$ cat src/rtl/corr_branch_predictor.sv
module corr_branch_predictor #(
  parameter int HIST_W = 2,
  parameter int CTR_W  = 2,
  parameter int ROW_W  = 4,
  parameter int PC_W   = 32,
  parameter int OFS_W  = 2
) (
  input  logic              clk,
  input  logic              rst_n,
  input  logic [PC_W-1:0]   lk_pc,
  output logic              lk_taken,
  output logic [HIST_W-1:0] cur_hist,
  input  logic              up_valid,
  input  logic [PC_W-1:0]   up_pc,
  input  logic              up_taken,
  input  logic [HIST_W-1:0] up_hist
);
  localparam int IDX_W = ROW_W + HIST_W;
  localparam int DEPTH = 1 << IDX_W;
  localparam logic [CTR_W-1:0] CTR_MAX  = '1;
  localparam logic [CTR_W-1:0] CTR_ZERO = '0;
  localparam logic [CTR_W-1:0] CTR_INIT = CTR_W'((1 << (CTR_W-1)) - 1);

  logic [CTR_W-1:0]  ctr_q [DEPTH];
  logic [HIST_W-1:0] hist_q;
  logic [IDX_W-1:0]  lk_idx, up_idx;
  logic [CTR_W-1:0]  up_cur, up_nxt;

  assign lk_idx   = {lk_pc[OFS_W +: ROW_W], hist_q};
  assign up_idx   = {up_pc[OFS_W +: ROW_W], up_hist};
  assign lk_taken = ctr_q[lk_idx][CTR_W-1];
  assign cur_hist = hist_q;
  assign up_cur   = ctr_q[up_idx];

  always_comb begin
    up_nxt = up_cur;
    if (up_taken && up_cur != CTR_MAX)       up_nxt = up_cur + 1'b1;
    else if (!up_taken && up_cur != CTR_ZERO) up_nxt = up_cur - 1'b1;
  end

  always_ff @(posedge clk) begin
    if (!rst_n) begin
      for (int i = 0; i < DEPTH; i++) ctr_q[i] <= CTR_INIT;
      hist_q <= '0;
    end else if (up_valid) begin
      ctr_q[up_idx] <= up_nxt;
      hist_q        <= HIST_W'({hist_q, up_taken});
    end
  end
endmodule

$ cat config.mk
export PLATFORM = sky130hd
export DESIGN_NAME = corr_branch_predictor
export DESIGN_NICKNAME = d
export VERILOG_FILES = /design/src/rtl/corr_branch_predictor.sv
export SDC_FILE = /design/constraint.sdc
export NUM_CORES = 1
export LEC_CHECK = 0
export ABC_AREA = 1
export CORE_MARGIN = 3
export CORE_UTILIZATION = 30
export DETAILED_ROUTE_END_ITERATION = 10
export GPL_ROUTABILITY_DRIVEN = 0
export GPL_TIMING_DRIVEN = 0
export PLACE_DENSITY = 0.6
export SYNTH_ARGS = -nofsm -noshare
export SYNTH_HDL_FRONTEND = slang
export SYNTH_SLANG_ARGS = --single-unit
$ cat constraint.sdc
create_clock -name clk -period 2.7 [get_ports clk]
set_input_delay 0.405 -clock clk [delete_from_list [all_inputs] [get_ports clk]]
set_output_delay 0.405 -clock clk [all_outputs]
set_load 0.1 [all_outputs]
==> summary.md <==
| Metric | Value |
|---|---|
| Power share of the clock group | `slightly below 40%` |
| CP cell instances | `buf_6 -> buf_2 -> nand2_1 -> nand2_1 -> nand2_1 -> a21oi_1 -> o21ai_0 -> nand2_1 -> nor2_4 -> nand2_4 -> ha_1 -> nor2_4 -> nor2_4 -> nand3b_1 -> clkbuf_16 -> clkbuf_16 -> nand3_2` |
| Total wire length | `~28000 um` |
| Commonest non-fill, non-tap cell in the layout | `nand2_1` |
| CTS tree | `yes` |
| Crit path max fanout | `10` |
| Distinct cells, synth | `27` |
| 1st-pass router iterations | `7` |
| Max Root-Sink Buffers | `2` |
| Clk slew on worst S/H paths | `60 ps` |
| Util after Layout | `between 30% and 40%` |
| Htree depth | `4` |
| DIE AREA | `approximately 28000 sq um` |
| Initial core utilization | `31.0%` |
| Syn nets | `~1100` |
| Syn avg cell area | `between 7 and 8 sq um` |
| GRT Util Overall | `between 10% and 20%` |
| Yosys warnings | `0` |
| Gate Count Post-Synth | `just over 1000` |
| # IOs | `73` |
| Adder-Cell Fraction of Synth Area | `less than 1%` |
| HPWL Detailed | `19200 um` |
| Largest family of logic cells by synthesized area | `simple AND/OR/NAND/NOR gates` |
| Peak VDD IR | `0.000425 V` |
| WP data required | `around 2900 ps` |
| Most frequent cells in the layout | `nand2_1 (248), inv_1 (155), nor2_1 (149)` |
| CP max stage delay | `around 330 ps` |
| WL/cell | `roughly 20 um` |
| Area growth syn-to-layout | `20.8%` |
| Synth Area in Compound Gates | `under 10%` |
| Part of the power in combinational logic | `between 20% and 30%` |
| Share of cells above drive strength 1 | `between 10% and 20%` |
| Die Ht | `between 150 and 200 um` |
| Post-synthesis xor/xnor area fraction | `0%` |
| WP buf/inv | `4` |
| Cell Rows | `58` |
| Post-Syn Area | `approximately 7900 sq um` |
| Net count reported at finish | `roughly 1100` |
| Slew margin rel. | `a little over a third` |
| Skew final | `13.9 ps` |
| CORE AREA | `roughly 26000 sq um` |
| HP Class | `in -> reg` |
| First-pass GRT wire length | `roughly 42000 um` |
| Via count | `between 7000 and 8000` |
| Vias per inst | `a little over 5` |
| Nature of the critical path endpoint | `flop` |
| Clock Latency Late Sink | `around 430 ps` |
| Final setup fails | `0` |
| Final hold viol count | `0` |
| Max Cap Viol | `0` |
| Sw Ratio | `between 20% and 30%` |
| Vias in the first global route | `6923` |
| Sink Count | `130` |
| Seq/Total Area, Yosys | `about 50%` |
| Initial DRC count | `between 1000 and 1500` |
| Cts hold-fix bufs | `0` |
| Measured slew at the worst slew-check pin | `a little under 1000 ps` |
| RSZ-0062 raised after global routing | `no` |
| Peak Freq | `about 380 MHz` |
| Setup TNS | `0 ps` |
| #FFs+latches synth | `between 100 and 150` |
| Sw Pwr | `between 1.5 and 2 mW` |
| Mux cell area share after synthesis | `0%` |
| Initial antenna violation count | `0` |
| Hold Worst Slack | `626 ps` |
| Grt total ovfl | `0` |
| ANT cells | `0` |
| Status | `finished clean` |
| Setup CP Type | `in -> reg` |
| Leak | `around 3.7 nW` |
| Slew Viols, Final | `0` |
| Antenna-violating nets left | `0` |
| DRC | `0` |
| Startpoint Class | `primary input` |
| CTS root buf | `clkbuf_16` |
| IO Port Bufs | `14` |
| CP max stage cell | `buf_2` |
| Inserted Clock Buffers | `17` |
| Sequential Power Share | `about two fifths` |
| Arr. time, crit path | `approximately 2800 ps` |
| Die width | `between 150 and 200 um` |
| CP most frequent cell | `nand2_1` |
| Cell-internal power | `between 3 and 4 mW` |
| Crit share post-route | `between 90% and 100%` |
| Cell family with most CP delay | `simple AND/OR/NAND/NOR gates` |
| Minimum clock period after layout | `between 2000 and 3000 ps` |
| Synth Area in Simple Gates | `between 20 and 30%` |
| Largest net degree at the start of global routing | `17` |
| PwrDens | `between 500 and 600 nW/um^2` |
## Yosys cell counts, drive strengths merged
cell type	number	area share (%)
clkbuf	20	0.94
o211ai	17	1.6
dfxtp	2	0.50
nor2	169	8.5
ha	2	0.31
nand2	261	13
nand3b	2	0.19
edfxtp	128	48
a21oi	43	2.7
or2	4	0.31
buf	36	4.1
o21ai	62	3.9
clkinv	1	0.047
inv	162	7.7
nor3	10	0.63
nand3	101	7.6
## path summary, 6_finish.rpt
kind | from | slack (ps) | depth (start not counted) | endpoint
worst min register to register | cur_hist[0]$_SDFFE_PN0P_ | 770 | 2 | cur_hist[1]$_SDFFE_PN0P_
worst max-delay path | up_hist[0] | 70 | 17 | ctr_q[19][0]$_SDFFCE_PN1P_
worst max register to register | ctr_q[41][0]$_SDFFCE_PN1P_ | 90 | 16 | ctr_q[19][0]$_SDFFCE_PN1P_
worst min-delay path | up_pc[2] | 630 | 6 | ctr_q[22][0]$_SDFFCE_PN1P_
## worst reg2reg max path: cells and delay by family, from the launching register on
kind / cells / cell delay (ps)
adder cells (fa/ha/maj): 1 / 130
AO/OA/AOI/OAI: 2 / 270
buffers and inverters: 3 / 460
AND/OR/NAND/NOR: 10 / 1140
flip-flops: 1 / 380
## cell type report
class / count / area, sq um
well taps: 330 / 413
flip-flops and latches: 130 / 3890
fillers: 2586 / 16000
repair buffers: 34 / 352
clock buffers: 18 / 429
inverters: 163 / 624
clock inverters: 12 / 119
plain buffers: 55 / 512
multi-input cells: 671 / 3260
## what timing repair did
item | CTS | global route
endpoints found under the setup margin | 176 | 125
buffers inserted | 11 | 6
gates cloned | 0 | 3
pin swaps | 6 | 19
gates resized for setup | 63 | 74
hold endpoints to repair | 0 | 0
## registers in the layout (all words and copies together), names as in the netlist
register	cells
ctr_q	128
cur_hist	2
## logic make-up (layout without fill, tap and decap cells)
group,after synthesis,count (layout)
buffers and inverters,219,282
adders and majority gates,2,2
DFF,130,130
and+or+nand+nor,547,547
AOI/OAI and AO/OA,122,122
## power groups by stage
stage	logic, mW	clock network [mW]	registers, mW
global route	1.25	2.30	2.31
detailed placement	0.978	0	2.34
finish	1.18	2.19	2.30
CTS	1.04	2.20	2.30
global placement	0.979	0	2.34
floorplan	0.636	0	2.34
## metal layers
layer  up-vias  wire (um)  GRT usage, %
met5         -          0             0
met4         0       1150          9.43
met3        69       3080          5.25
met2       426      12500          30.3
met1      3402      11500          26.2
li1       3374          -             -
## metrics by stage
stage | cell area [sq um] | power (mW) | cells | worst slack (ps)
floorplan | 7950 | 2.97 | 1020 | 103
detailed placement | 8510 | 3.32 | 1364 | -1360
global route | 9600 | 5.85 | 1413 | 0.760
global placement | 8510 | 3.32 | 1364 | -1360
CTS | 9310 | 5.55 | 1405 | 13.5
finish | 9600 | 5.68 | 1413 | 68.0
No activity file was read; power rests on OpenSTA's default activity.
